==> config.mk <==
export PLATFORM = sky130hd
export DESIGN_NAME = edit_dist_array
export DESIGN_NICKNAME = d
export VERILOG_FILES = /design/src/rtl/edc_pkg.sv /design/src/rtl/edc_cell.sv /design/src/rtl/edc_ctrl.sv /design/src/rtl/edit_dist_array.sv
export SDC_FILE = /design/constraint.sdc
export NUM_CORES = 1
export LEC_CHECK = 0
export BUFFER_PORTS_ARGS = -buffer_cell sky130_fd_sc_hd__buf_2
export CAP_MARGIN = 20
export CORE_MARGIN = 2
export CORE_UTILIZATION = 36
export CTS_CLUSTER_SIZE = 24
export DETAILED_ROUTE_END_ITERATION = 7
export PLACE_DENSITY = 0.55
export SYNTH_ARGS = -nofsm -noshare
export SYNTH_HDL_FRONTEND = slang
export SYNTH_SLANG_ARGS = --single-unit
export TNS_END_PERCENT = 50
==> constraint.sdc <==
create_clock -name clk -period 3.9 [get_ports clk]
set_input_delay 0.195 -clock clk [delete_from_list [all_inputs] [get_ports clk]]
set_output_delay 0.195 -clock clk [all_outputs]
set_load 0.005 [all_outputs]
==> src/rtl/edc_pkg.sv <==
// Shared types for the edit distance array.
// Assumes symbols are fixed-width codes; a token is one symbol plus a valid flag.
package edc_pkg;
    localparam int CH_W = 2;

    typedef struct packed {
        logic            vld;
        logic [CH_W-1:0] ch;
    } tok_t;
endpackage

==> src/rtl/edc_cell.sv <==
// One processing cell owning diagonal DIAG (= i - j) of the distance table.
// Passes source tokens downward and target tokens upward, one cell per cycle.
// When both tokens are present it forms a new table entry from its own
// previous value and its two neighbours' values; at step N+|DIAG| it loads
// the border value |DIAG|. Assumes the neighbour values are registered in
// the adjacent cells.
module edc_cell
    import edc_pkg::*;
#(
    parameter int N    = 8,
    parameter int DW   = 4,
    parameter int KW   = 5,
    parameter int DIAG = 0
) (
    input  logic          clk,
    input  logic          rst_n,
    input  logic          clr,
    input  logic [KW-1:0] step,
    input  tok_t          src_in,
    input  tok_t          tgt_in,
    input  logic [DW-1:0] lo_val,
    input  logic [DW-1:0] hi_val,
    output tok_t          src_q,
    output tok_t          tgt_q,
    output logic [DW-1:0] val_q
);
    localparam int            ABS_D = (DIAG < 0) ? -DIAG : DIAG;
    localparam logic [DW-1:0] TOPV  = {DW{1'b1}};
    localparam logic [DW-1:0] BVAL  = (ABS_D >= (2 ** DW) - 1) ? TOPV : DW'(ABS_D);
    localparam logic [KW-1:0] BSTEP = KW'(N + ABS_D);

    logic [DW-1:0] from_lo, from_hi, from_diag, best;

    function automatic logic [DW-1:0] inc_sat(input logic [DW-1:0] x);
        return (x == TOPV) ? x : x + 1'b1;
    endfunction

    // Candidate values from the three neighbouring table entries, then the minimum.
    always_comb begin
        from_lo   = inc_sat(lo_val);
        from_hi   = inc_sat(hi_val);
        from_diag = (src_q.ch != tgt_q.ch) ? inc_sat(val_q) : val_q;
        best      = (from_lo < from_hi) ? from_lo : from_hi;
        if (from_diag < best) begin
            best = from_diag;
        end
    end

    // Token shifting and table-entry update.
    always_ff @(posedge clk) begin
        if (!rst_n || clr) begin
            src_q <= '0;
            tgt_q <= '0;
            val_q <= '0;
        end else begin
            src_q <= src_in;
            tgt_q <= tgt_in;
            if (step == BSTEP) begin
                val_q <= BVAL;
            end else if (src_q.vld && tgt_q.vld) begin
                val_q <= best;
            end
        end
    end
endmodule

==> src/rtl/edc_ctrl.sv <==
// Sequencer for the edit distance array.
// Captures operands on an accepted start, counts steps, injects one source
// symbol at the top end and one target symbol at the bottom end on every
// even step, and captures the result from the cell on diagonal Ls-Lt once
// the last table entry has been written. Assumes lengths are clamped to N here.
module edc_ctrl
    import edc_pkg::*;
#(
    parameter int N  = 8,
    parameter int DW = 4,
    parameter int LW = 4,
    parameter int KW = 5,
    parameter int IW = 5
) (
    input  logic               clk,
    input  logic               rst_n,
    input  logic               start_i,
    input  logic [LW-1:0]      src_len_i,
    input  logic [LW-1:0]      tgt_len_i,
    input  logic [N*CH_W-1:0]  src_seq_i,
    input  logic [N*CH_W-1:0]  tgt_seq_i,
    input  logic [DW-1:0]      end_val,
    output logic               clr,
    output logic [KW-1:0]      step,
    output tok_t               src_inj,
    output tok_t               tgt_inj,
    output logic [IW-1:0]      end_idx,
    output logic               busy_o,
    output logic               done_o,
    output logic [DW-1:0]      dist_o
);
    logic [LW-1:0]     ls, lt;
    logic [N*CH_W-1:0] sseq, tseq;
    logic [KW-1:0]     k_next;
    int                half;
    logic              last_step;

    function automatic logic [CH_W-1:0] pick(input logic [N*CH_W-1:0] seq, input int idx);
        logic [CH_W-1:0] r;
        r = '0;
        for (int p = 0; p < N; p++) begin
            if (p == idx) begin
                r = seq[p*CH_W +: CH_W];
            end
        end
        return r;
    endfunction

    // Accepted start clears the array.
    assign clr = start_i && !busy_o;

    // Token for the next step at each end of the array, and the end condition.
    always_comb begin
        k_next    = step + 1'b1;
        half      = int'(k_next >> 1);
        src_inj   = '0;
        tgt_inj   = '0;
        if (busy_o && !k_next[0] && half != 0) begin
            if (half <= int'(ls)) begin
                src_inj.vld = 1'b1;
                src_inj.ch  = pick(sseq, half - 1);
            end
            if (half <= int'(lt)) begin
                tgt_inj.vld = 1'b1;
                tgt_inj.ch  = pick(tseq, half - 1);
            end
        end
        last_step = busy_o && (int'(step) == N + int'(ls) + int'(lt) + 1);
        end_idx   = IW'(int'(ls) - int'(lt) + N);
    end

    // Operand capture, step counting and result capture.
    always_ff @(posedge clk) begin
        if (!rst_n) begin
            busy_o <= 1'b0;
            done_o <= 1'b0;
            dist_o <= '0;
            step   <= '0;
            ls     <= '0;
            lt     <= '0;
            sseq   <= '0;
            tseq   <= '0;
        end else begin
            done_o <= 1'b0;
            if (clr) begin
                busy_o <= 1'b1;
                step   <= '0;
                ls     <= (int'(src_len_i) > N) ? LW'(N) : src_len_i;
                lt     <= (int'(tgt_len_i) > N) ? LW'(N) : tgt_len_i;
                sseq   <= src_seq_i;
                tseq   <= tgt_seq_i;
            end else if (last_step) begin
                busy_o <= 1'b0;
                done_o <= 1'b1;
                dist_o <= end_val;
            end else if (busy_o) begin
                step <= k_next;
            end
        end
    end
endmodule

==> src/rtl/edit_dist_array.sv <==
// Top of the systolic edit distance array: 2N+1 cells, one per table
// diagonal, fed from both ends by the sequencer. Source tokens travel
// toward cell 0, target tokens toward cell 2N.
module edit_dist_array
    import edc_pkg::*;
#(
    parameter int N  = 8,
    parameter int DW = $clog2(N + 1)
) (
    input  logic                 clk,
    input  logic                 rst_n,
    input  logic                 start_i,
    input  logic [$clog2(N+1)-1:0] src_len_i,
    input  logic [$clog2(N+1)-1:0] tgt_len_i,
    input  logic [2*N-1:0]       src_seq_i,
    input  logic [2*N-1:0]       tgt_seq_i,
    output logic                 busy_o,
    output logic                 done_o,
    output logic [DW-1:0]        dist_o
);
    localparam int            NC   = 2 * N + 1;
    localparam int            LW   = $clog2(N + 1);
    localparam int            KW   = $clog2(3 * N + 2);
    localparam int            IW   = $clog2(NC);
    localparam logic [DW-1:0] TOPV = {DW{1'b1}};

    logic          clr;
    logic [KW-1:0] step;
    tok_t          src_inj, tgt_inj;
    logic [IW-1:0] end_idx;
    logic [DW-1:0] end_val;

    tok_t          src_q [NC];
    tok_t          tgt_q [NC];
    logic [DW-1:0] val_q [NC];

    edc_ctrl #(.N(N), .DW(DW), .LW(LW), .KW(KW), .IW(IW)) u_ctrl (
        .clk       (clk),
        .rst_n     (rst_n),
        .start_i   (start_i),
        .src_len_i (src_len_i),
        .tgt_len_i (tgt_len_i),
        .src_seq_i (src_seq_i),
        .tgt_seq_i (tgt_seq_i),
        .end_val   (end_val),
        .clr       (clr),
        .step      (step),
        .src_inj   (src_inj),
        .tgt_inj   (tgt_inj),
        .end_idx   (end_idx),
        .busy_o    (busy_o),
        .done_o    (done_o),
        .dist_o    (dist_o)
    );

    // Result tap on the diagonal where the final entry lands.
    assign end_val = val_q[end_idx];

    for (genvar c = 0; c < NC; c++) begin : g_cell
        tok_t          s_in, t_in;
        logic [DW-1:0] lo_v, hi_v;

        if (c == NC - 1) begin : g_top
            assign s_in = src_inj;
            assign hi_v = TOPV;
        end else begin : g_mid_hi
            assign s_in = src_q[c+1];
            assign hi_v = val_q[c+1];
        end

        if (c == 0) begin : g_bot
            assign t_in = tgt_inj;
            assign lo_v = TOPV;
        end else begin : g_mid_lo
            assign t_in = tgt_q[c-1];
            assign lo_v = val_q[c-1];
        end

        edc_cell #(.N(N), .DW(DW), .KW(KW), .DIAG(c - N)) u_cell (
            .clk    (clk),
            .rst_n  (rst_n),
            .clr    (clr),
            .step   (step),
            .src_in (s_in),
            .tgt_in (t_in),
            .lo_val (lo_v),
            .hi_val (hi_v),
            .src_q  (src_q[c]),
            .tgt_q  (tgt_q[c]),
            .val_q  (val_q[c])
        );
    end
endmodule

# Yosys cells after proc, flatten, opt, wreduce, memory -nomap -nowiden
# Index checks and enable logic that the tools add are counted.
[classes] n_mux=126 n_bitwise=7 eq_ne=51 n_reduce_logical=59 magnitude_cmp=39 addsub=24
[op_table] cell="4-bit 2-to-1 mux" count=76
[op_table] cell="4-bit by 32-bit == test with 1-bit output (first input constant)" count=4
[op_table] cell="4-bit less-than comparator" count=32
[op_table] cell="4-bit by 1-bit adder with 4-bit output (second input constant)" count=17
[op_table] cell="4-bit == test (second input constant)" count=17
[op_table] cell="3-bit by 32-bit == test with 1-bit output (first input constant)" count=2
[op_table] cell="3-bit 2-to-1 mux" count=18
[op_table] cell="2-bit 2-to-1 mux" count=24
[op_table] cell="5-bit by 4-bit == test with 1-bit output (second input constant)" count=8
[op_table] cell="2-bit != test" count=17
[op_table] cell="2-bit nonzero test" count=17
[op_table] cell="32-bit by 2-bit adder with 32-bit output (second input constant)" count=1
[op_table] cell="32-bit by 5-bit adder with 32-bit output" count=1
[op_table] cell="2-bit by 32-bit == test with 1-bit output (first input constant)" count=1
[op_table] cell="6-bit by 32-bit == test with 1-bit output" count=1
[op_table] cell="32-bit logical NOT" count=1
[op_table] cell="32-bit nonzero test" count=1
[op_table] cell="2-bit OR reduction" count=11
[op_table] cell="1-bit logical AND" count=21
[op_table] cell="4-bit binary-select mux with 5-bit select" count=1
[op_table] cell="4-bit > comparator (second input constant)" count=2
[op_table] cell="4-bit <= comparator" count=2
[op_table] cell="1-bit 2-to-1 mux" count=7
[op_table] cell="6-bit greater-or-equal comparator (second input constant)" count=1
[op_table] cell="14 further kinds" count=23
[word_totals] word_cells=415 ff_bits=221 output_inout_bits=6

# Logic depth before layout (Yosys ltp)
# Gate-level depths: netlist of run 1.
[depth] word_depth=12 ltp_mapped=19

# Modules after synthesis
# A second synthesis of run 1 with hierarchy kept.
[unflattened] hier_cells=2306 hier_area_um2=19572.5
[by_module_without_submodules] mod="edc_ctrl" instances=1 cells_per_inst=383 area_each_um2=3086.7
[by_module_without_submodules] mod="edc_cell (g_cell[15].u_cell ...)" instances=2 cells_per_inst=109 area_each_um2=957.2
[by_module_without_submodules] mod="edc_cell (g_cell[11].u_cell ...)" instances=2 cells_per_inst=110 area_each_um2=948.4
[by_module_without_submodules] mod="edc_cell (g_cell[12].u_cell ...)" instances=2 cells_per_inst=118 area_each_um2=945.9
[by_module_without_submodules] mod="edc_cell (g_cell[13].u_cell ...)" instances=2 cells_per_inst=110 area_each_um2=937.1
[by_module_without_submodules] mod="edc_cell (g_cell[0].u_cell ...)" instances=2 cells_per_inst=107 area_each_um2=927.1
[by_module_without_submodules] mod="edc_cell (g_cell[14].u_cell ...)" instances=2 cells_per_inst=115 area_each_um2=922.1
[by_module_without_submodules] mod="edc_cell (g_cell[10].u_cell ...)" instances=2 cells_per_inst=107 area_each_um2=920.9
[by_module_without_submodules] mod="edc_cell (g_cell[8].u_cell)" instances=1 cells_per_inst=115 area_each_um2=949.7
[by_module_without_submodules] mod="edc_cell (g_cell[9].u_cell)" instances=1 cells_per_inst=103 area_each_um2=914.6
[by_module_without_submodules] mod="edc_cell (g_cell[7].u_cell)" instances=1 cells_per_inst=104 area_each_um2=905.9
[by_module_without_submodules] mod="edit_dist_array" instances=1 cells_per_inst=49 area_each_um2=598.1

# Least setup slack after synthesis of run 1
# No wires, ideal clock.
[synth_timing] path_type="reg2reg" start="register g_cell[15].u_cell.val_q[0]" end="register g_cell[14].u_cell.val_q[1]" slack_ns=0.049 stages_incl_launch_ff=14 arrival_time_ns=3.785 cell_sequence="dfxtp_1 > ha_1 > o21ai_0 > ha_1 > nor2_1 > nor2_1 > o21a_1 > a311oi_4 > mux2_2 > ha_1 > or4b_2 > o31a_1 > mux2_4 > a21oi_2"
[synth_via] elab_chain_cells=8 elab_cells_between_ends=9 classes_between="1 x add/sub; 2 x order compare; 1 x eq/ne; 5 x mux"
[synth_lines] item="from (decl)" line_no="edc_cell.sv:25" source="output logic [DW-1:0] val_q"
[synth_lines] item="from (signal assigned)" line_no="edc_cell.sv:61" source="val_q <= best;"
[synth_lines] item="4-bit by 1-bit adder with 4-bit output or 4-bit == test (tied branches)" line_no="edc_cell.sv:35" source="return (x == TOPV) ? x : x + 1'b1;"
[synth_lines] item="4-bit 2-to-1 mux *" line_no="edc_cell.sv:35"
[synth_lines] item="4-bit less-than comparator" line_no="edc_cell.sv:43" source="best = (from_lo < from_hi) ? from_lo : from_hi;"
[synth_lines] item="4-bit 2-to-1 mux *" line_no="edc_cell.sv:43"
[synth_lines] item="4-bit less-than comparator" line_no="edc_cell.sv:44" source="if (from_diag < best) begin"
[synth_lines] item="4-bit 2-to-1 mux *" line_no="edc_cell.sv:44"
[synth_lines] item="3-bit 2-to-1 mux *" line_no="edc_cell.sv:60" source="end else if (src_q.vld && tgt_q.vld) begin"
[synth_lines] item="3-bit 2-to-1 mux *" line_no="edc_cell.sv:58" source="if (step == BSTEP) begin"
[synth_lines] item="to (signal assigned)" line_no="edc_cell.sv:61"
[synth_lines] item="to (decl)" line_no="edc_cell.sv:25"
# Mark *: on every way between the ends. The rest lies on a longest branch, timed or not. The select of a mux whose other input is x is not followed.
# A chain may end at the register's enable or synchronous reset.

# Worst setup path in the final report of run 1
[layout_timing] start="register g_cell[3].u_cell.val_q[1]" end="register g_cell[4].u_cell.val_q[2]"
[layout_via] elab_chain_cells=8 elab_cells_between_ends=9 classes_between="1 x add/sub; 2 x order compare; 1 x eq/ne; 5 x mux"
[layout_lines] item="from (decl)" line_no="edc_cell.sv:25"
[layout_lines] item="from (signal assigned)" line_no="edc_cell.sv:61"
[layout_lines] item="4-bit by 1-bit adder with 4-bit output or 4-bit == test (tied branches)" line_no="edc_cell.sv:35"
[layout_lines] item="4-bit 2-to-1 mux *" line_no="edc_cell.sv:35"
[layout_lines] item="4-bit less-than comparator" line_no="edc_cell.sv:43"
[layout_lines] item="4-bit 2-to-1 mux *" line_no="edc_cell.sv:43"
[layout_lines] item="4-bit less-than comparator" line_no="edc_cell.sv:44"
[layout_lines] item="4-bit 2-to-1 mux *" line_no="edc_cell.sv:44"
[layout_lines] item="3-bit 2-to-1 mux *" line_no="edc_cell.sv:60"
[layout_lines] item="3-bit 2-to-1 mux *" line_no="edc_cell.sv:58"
[layout_lines] item="to (signal assigned)" line_no="edc_cell.sv:61"
[layout_lines] item="to (decl)" line_no="edc_cell.sv:25"
# Marks and branches as above.

==> out/metrics.csv, run 1 <==
stage;metric;value;unit
cells_and_area;fin_nets;2206;
cts;root_buffer;clkbuf_16;
place;dpl.hpwl;34550;um
detailed_routing;first_iter_violations;910;
cts;cts_tree;built;
die;core-area;42040;um^2
place;portBuffers;48;
yosys;ys_top_cells_by_area;dfxtp_1 (29%), ha_1 (12%), a21oi_1 (5.4%);
timing;holdWs;140.4;ps
timing;relSlewSlack;39.11;%
worst_setup_path;crit_arrival;4250;ps
cells_and_area;layout.cells.most_common_list;dfxtp_1 (213), nand2_1 (202), a21oi_1 (157);
place;dp.cells;2470;
detailed_routing;wire_per_inst;17.51;um
yosys;ys_seq_area_share;28.84;%
yosys;synth_edf_count;0;
cells_and_area;num-fill-cells;4160;
power_and_ir_drop;irDropWorstVdd;0.0002983;V
cells_and_area;seq_area;4437;um^2
global_routing;antenna_found_initial;0;
worst_setup_path;endpoint_kind;flop;
detailed_routing;antenna_left;0;
cts;cts_sinks;221;
worst_setup_path;crit_type;flop to flop;
power_and_ir_drop;cellPowerDensity;294.9;nW/um^2
detailed_routing;drt_first_pass_iters;6;
worst_setup_path;crit_path_start_kind;flop;
timing;tightest_slew;910.3;ps
timing;finClkSkew;11.06;ps
worst_setup_path;r2r_start;g_cell[3].u_cell.val_q[1];
cts;cts-buffers-inserted;27;
cts;cts.clk_slew.worst_paths;70;ps
timing;rsz0062_at_grt;yes;
yosys;syn_inst;1855;
yosys;synthFlopType;dfxtp_1;
worst_setup_path;crit_fanout;5;
die;dieArea;44280;um^2
die;dieWidth;210.4;um
yosys;synth_area;15340;um^2
cells_and_area;area_growth;19.83;%
die;die_h;210.4;um
place;gp_congestion;0.8840;
timing;min_period;3846;ps
place;dpl_cell_area;16690;um^2
yosys;avgSynthCellArea;8.269;um^2
cells_and_area;multi_input_comb_area;10440;um^2
global_routing;grt_max_degree;93;
timing;period_share;98.61;%
cells_and_area;finalNonFillerCells;2568;
cells_and_area;n_antenna_cell;0;
run;cap_violations;0;
die;ios;49;
worst_hold_path;hold_class;input pin to flop;
timing;fmax;260.0;MHz
yosys;yosysTopAreaCellShare;28.84;%
timing;finalSetupViolations;0;
detailed_routing;vias_per_cell;5.363;
detailed_routing;route.detailed.drc;0;
die;start_util;36.49;%
cells_and_area;final_cell_area;18380;um^2
worst_setup_path;critical_path.startpoint;g_cell[3].u_cell.val_q[1];
timing;hold_violations;0;
cells_and_area;drive_gt1_share;16.51;%
cells_and_area;final_common_cell;dfxtp_1;
yosys;yosysWarnings;0;
timing;drv_slew;0;
die;rows;75;
yosys;synthArstFlopShare;0;%
global_routing;overflow;0;
power_and_ir_drop;power.leakage;7.933;nW
yosys;ys_seq_elements;221;
detailed_routing;via_count;13773;
global_routing;grt_use_total;20.01;%
global_routing;first_global_vias;13509;
yosys;syn_nets;2052;
cts;htree_levels;1;
worst_hold_path;hold_start;start_i;
cts;clockBufferDepth;3;
yosys;synth_cell_type_count;72;
worst_setup_path;cp_data_required_time;4310;ps
global_routing;grt_pass1_wl;71810;um
cts;clock_latency;550;ps
yosys;yosys.area.top_type;dfxtp_1;
detailed_routing;wl;44960;um
outcome;status;finished clean;
-- synth_stat cells, types with 28 or more instances --
master	n
dfxtp_1	221
nand2_1	202
a21oi_1	164
ha_1	152
inv_1	130
nor2_1	130
and3_1	104
nand3_1	73
o21ai_0	71
mux2i_1	63
xnor2_1	54
clkbuf_1	49
a21boi_0	47
mux2_2	44
nor3_1	44
xor2_1	28
-- logic make-up (layout without fill, tap and decap cells) --
family | count (synthesis) | count (layout) | synth area share, %
DFF | 221 | 221 | 28.84
and+or+nand+nor | 642 | 642 | 20.07
muxes | 130 | 130 | 10.60
adders and majority gates | 156 | 156 | 12.80
AOI/OAI and AO/OA | 435 | 435 | 18.30
buffers and inverters | 189 | 363 | 4.714
xor gates and xnor gates | 82 | 82 | 4.682
-- state kept, by name, indices dropped and copies added, names as in the netlist --
signal and flops:
g_cell.u_cell.src_q 51, g_cell.u_cell.tgt_q 51, g_cell.u_cell.val_q 68, u_ctrl.busy_o 1
u_ctrl.dist_o 4, u_ctrl.done_o 1, u_ctrl.ls 4, u_ctrl.lt 4
u_ctrl.sseq 16, u_ctrl.step 5, u_ctrl.tseq 16
-- path summary, 6_finish.rpt --
path | end | slack (ps) | depth (start not counted)
worst max-delay path | g_cell[4].u_cell.val_q[2] | 50 | 18
worst min-delay path | u_ctrl.lt[0] | 140 | 4
worst max register to register | g_cell[4].u_cell.val_q[2] | 50 | 18
worst min register to register | u_ctrl.sseq[3] | 460 | 2
-- metal layers --
metal	vias to the layer above	global-route usage, %	part of all wire [%]
li1	6924	-	-
met1	6482	28.06	49
met2	300	32.38	44
met3	67	2.548	4.5
met4	0	5.342	2.2
met5	-	0	0
-- repair_timing --
item,4_1_cts,5_1_grt
endpoints found under the hold margin,40,0
pin swaps,0,11
hold buffers,40,0
buffers inserted,7,1
setup endpoints to repair,3,24
resized for setup,2,58
-- power breakdown --
| group | total (mW) | switching, mW | internal [mW] |
|---|---|---|---|
| sequential | 2.31 | 0.0259 | 2.28 |
| combinational | 0.387 | 0.227 | 0.160 |
| clock | 2.72 | 1.03 | 1.70 |
| total | 5.42 | 1.28 | 4.14 |
-- final cells by class --
cell class	count	area share [%]
clock buffer	34	4.091
multi-input combinational	1445	56.78
timing repair buffer	183	7.447
tap	539	3.669
sequential	221	24.14
clock inverter	15	1.198
inverter	131	2.675
-- stage by stage --
stage / TNS (ps) / power [mW] / utilization, % / setup slack, ps
finish: 0 / 5.421 / 43.72 / 54.12
global route: -300.9 / 5.617 / 43.72 / -112.2
CTS: 0 / 5.477 / 43.11 / 18.95
detailed placement: -129.6 / 2.715 / 39.71 / -80.07
global placement: 0 / 2.707 / 39.71 / 13.03
floorplan: 0 / 2.585 / - / 49.01
-- critical path: stages, from the launching register on --
cell	delay, ps
dfxtp_1	320
ha_2	200
nand3_1	100
mux2_2	350
ha_1	200
o21ba_2	240
a31oi_2	110
a211oi_2	200
a21oi_2	80
buf_4	180
a21oi_2	150
ha_2	260
a2111oi_4	100
mux2i_2	280
nor3_2	80
mux2i_1	190
o221ai_2	200
a211oi_1	340
o32ai_2	120
(Power assumes the default switching activity.)
==> inputs of run 2 (changes only) <==
- ABC_AREA: unset -> 1
==> run 2 against run 1 <==
  * Sequential cell count unchanged
  * Fmax increased by 8.2%
  * Final area decreased by 2.1%
  * Critical path type unchanged
  * Critical endpoint is now g_cell[12].u_cell.val_q[1]
==> out/metrics.csv, run 2 <==
stage;metric;value;unit
outcome;status;finished clean;
cts;cts-buffers-inserted;28;
cells_and_area;drive_gt1_share;8.777;%
cells_and_area;reg_top3;g_cell.u_cell.val_q x68, g_cell.u_cell.src_q x51, g_cell.u_cell.tgt_q x51;
cts;root_buffer;clkbuf_16;
timing;min_period;3553;ps
yosys;synth_simple_gate_area_share;30.32;%
worst_setup_path;cp_data_required_time;4410;ps
place;portBuffers;48;
cts;cts.clk_slew.worst_paths;60;ps
yosys;synthArstFlopShare;0;%
die;ios;49;
die;die_h;211.7;um
detailed_routing;first_iter_violations;980;
cells_and_area;fin_nets;2750;
timing;relSlewSlack;34.02;%
worst_setup_path;endpoint_kind;flop;
cts;clock_latency;590;ps
yosys;yosysWarnings;0;
place;dpl.hpwl;35270;um
cells_and_area;largest_reg_flops;68;
power_and_ir_drop;cellPowerDensity;320.0;nW/um^2
cts;cts_tree;built;
detailed_routing;antenna_left;0;
cts;clockBufferDepth;3;
global_routing;grt_max_degree;52;
place;gp_congestion;0.8894;
die;dieWidth;211.7;um
cells_and_area;layout.cells.most_common_list;nand2_1 (549), inv_1 (432), nor2_1 (254);
cells_and_area;n_antenna_cell;0;
timing;tightest_slew;980.6;ps
yosys;yosys.area.top_type;dfxtp_1;
timing;tns;0;ps
timing;drv_slew;0;
cts;cts_sinks;221;
worst_setup_path;crit_path_start_kind;flop;
yosys;synth_area;15520;um^2
yosys;synthFlopType;dfxtp_1;
cts;post_cts_resized;0;
die;dieArea;44800;um^2
yosys;synthAdderAreaFrac;12.51;%
run;cap_violations;0;
cells_and_area;num-fill-cells;4493;
yosys;ys_seq_area_share;28.50;%
yosys;yosysTopAreaCellShare;28.50;%
yosys;synth_cell_type_count;43;
cells_and_area;largest-register;g_cell.u_cell.val_q;
yosys;synth_top_family_by_area;simple AND/OR/NAND/NOR gates;
timing;period_share;91.11;%
cells_and_area;final_common_cell;nand2_1;
yosys;yosysMostFrequentCell;nand2_1;
yosys;ys_seq_elements;221;
global_routing;first_global_vias;14609;
detailed_routing;wl;45130;um
yosys;synth_compound_area_share;15.52;%
yosys;syn_nets;2637;
global_routing;grt_pass1_wl;73460;um
cts;htree_levels;1;
detailed_routing;drt_first_pass_iters;5;
worst_setup_path;crit_arrival;4060;ps
cells_and_area;area_growth;15.98;%
global_routing;overflow;0;
yosys;muxShareOfSynthArea;0;%
worst_hold_path;hold_class;input pin to flop;
detailed_routing;wire_per_inst;14.46;um
timing;rsz0062_at_grt;no;
yosys;avgSynthCellArea;6.362;um^2
detailed_routing;vias_per_cell;4.917;
timing;finalSetupViolations;0;
timing;fmax;281.4;MHz
yosys;synth_edf_count;0;
global_routing;grt_use_total;20.18;%
die;start_util;36.27;%
die;rows;76;
timing;hold_violations;0;
worst_setup_path;crit_type;flop to flop;
global_routing;antenna_found_initial;0;
yosys;syn_inst;2440;
detailed_routing;via_count;15347;
yosys;ys_top_cells_by_area;dfxtp_1 (29%), nand2_1 (13%), ha_1 (12%);
die;core-area;42790;um^2
place;dpl_cell_area;16500;um^2
yosys;synthTopCellsByCount;nand2_1 (549), inv_1 (432), nor2_1 (254);
power_and_ir_drop;irDropWorstVdd;0.0003003;V
worst_setup_path;crit_fanout;6;
power_and_ir_drop;power.leakage;8.194;nW
cells_and_area;final_cell_area;18000;um^2
timing;finClkSkew;34.65;ps
yosys;synthXorXnorAreaFrac;1.225;%
detailed_routing;route.detailed.drc;0;
run 2: power by group:
group          switching (mW)  leakage (nW)  internal (mW)
sequential             0.0276          1.79           2.30
clock                    1.12         0.502           1.75
combinational           0.373          5.90          0.196
run 2: worst paths after layout:
kind / slack (ps) / to / cells after the start / startpoint
worst max register to register: 350 / g_cell[12].u_cell.val_q[1] / 19 / g_cell[13].u_cell.val_q[0]
worst min-delay path: 160 / u_ctrl.dist_o[2] / 4 / rst_n
worst min register to register: 410 / g_cell[11].u_cell.tgt_q[2] / 2 / g_cell[10].u_cell.tgt_q[2]
worst max-delay path: 350 / g_cell[12].u_cell.val_q[1] / 19 / g_cell[13].u_cell.val_q[0]
run 2: worst max-delay path, cell delays in order, from the launching register on:
cell and delay (ps):
dfxtp_1 360, ha_1 250, nand2_1 100, inv_1 60
nor2_1 80, inv_1 40, o21ai_0 390, inv_1 180
ha_1 340, inv_1 40, a21oi_1 190, nand2_2 120
nand2_1 70, o21ai_0 160, ha_1 250, a21oi_1 440
nand2_2 120, nand2_1 80, nand3_1 70, a21oi_1 130
run 2: final cells by class:
type	count	area (um^2)	share of cell area [%]
Sequential cell	221	4424	24.58
Tap cell	546	683.2	3.795
Clock buffer	34	763.2	4.240
Multi-Input combinational cell	1731	9248	51.37
Inverter	446	1677	9.313
Timing Repair Buffer	125	933.4	5.185
Clock inverter	18	274.0	1.522
run 2: kinds of logic after synthesis:
family                   count (synthesis)
flip-flops                             221
XOR/XNOR                                20
buffers and inverters                  488
AND/OR/NAND/NOR                       1101
AO/OA/AOI/OAI                          456
adder cells (fa/ha/maj)                154
run 2: routing by layer:
metal | up-vias | track usage [%] | wire [um]
met2 | 269 | 34.30 | 20590
met5 | - | 0 | 0
met3 | 67 | 2.107 | 1518
li1 | 8027 | - | -
met4 | 0 | 5.172 | 1031
met1 | 6984 | 27.26 | 21990
run 2: metrics by stage:
stage | hold slack, ps | util (%) | instances | setup WS, ps | total power, mW
finish | 159.4 | 42.07 | 3121 | 346.5 | 5.762
global route | 180.9 | 42.07 | 3121 | 42.67 | 5.990
CTS | 114.5 | 42.07 | 3121 | 396.7 | 5.835
detailed placement | 420.7 | 38.57 | 3023 | 421.4 | 2.909
global placement | 421.6 | 38.57 | 3023 | 511.0 | 2.901
floorplan | 333.7 | - | 2440 | 1023 | 2.715
run 2: timing repair:
action,4_1_cts,5_1_grt
hold buffers,46,0
endpoints found under the hold margin,40,0
buffers inserted,0,0
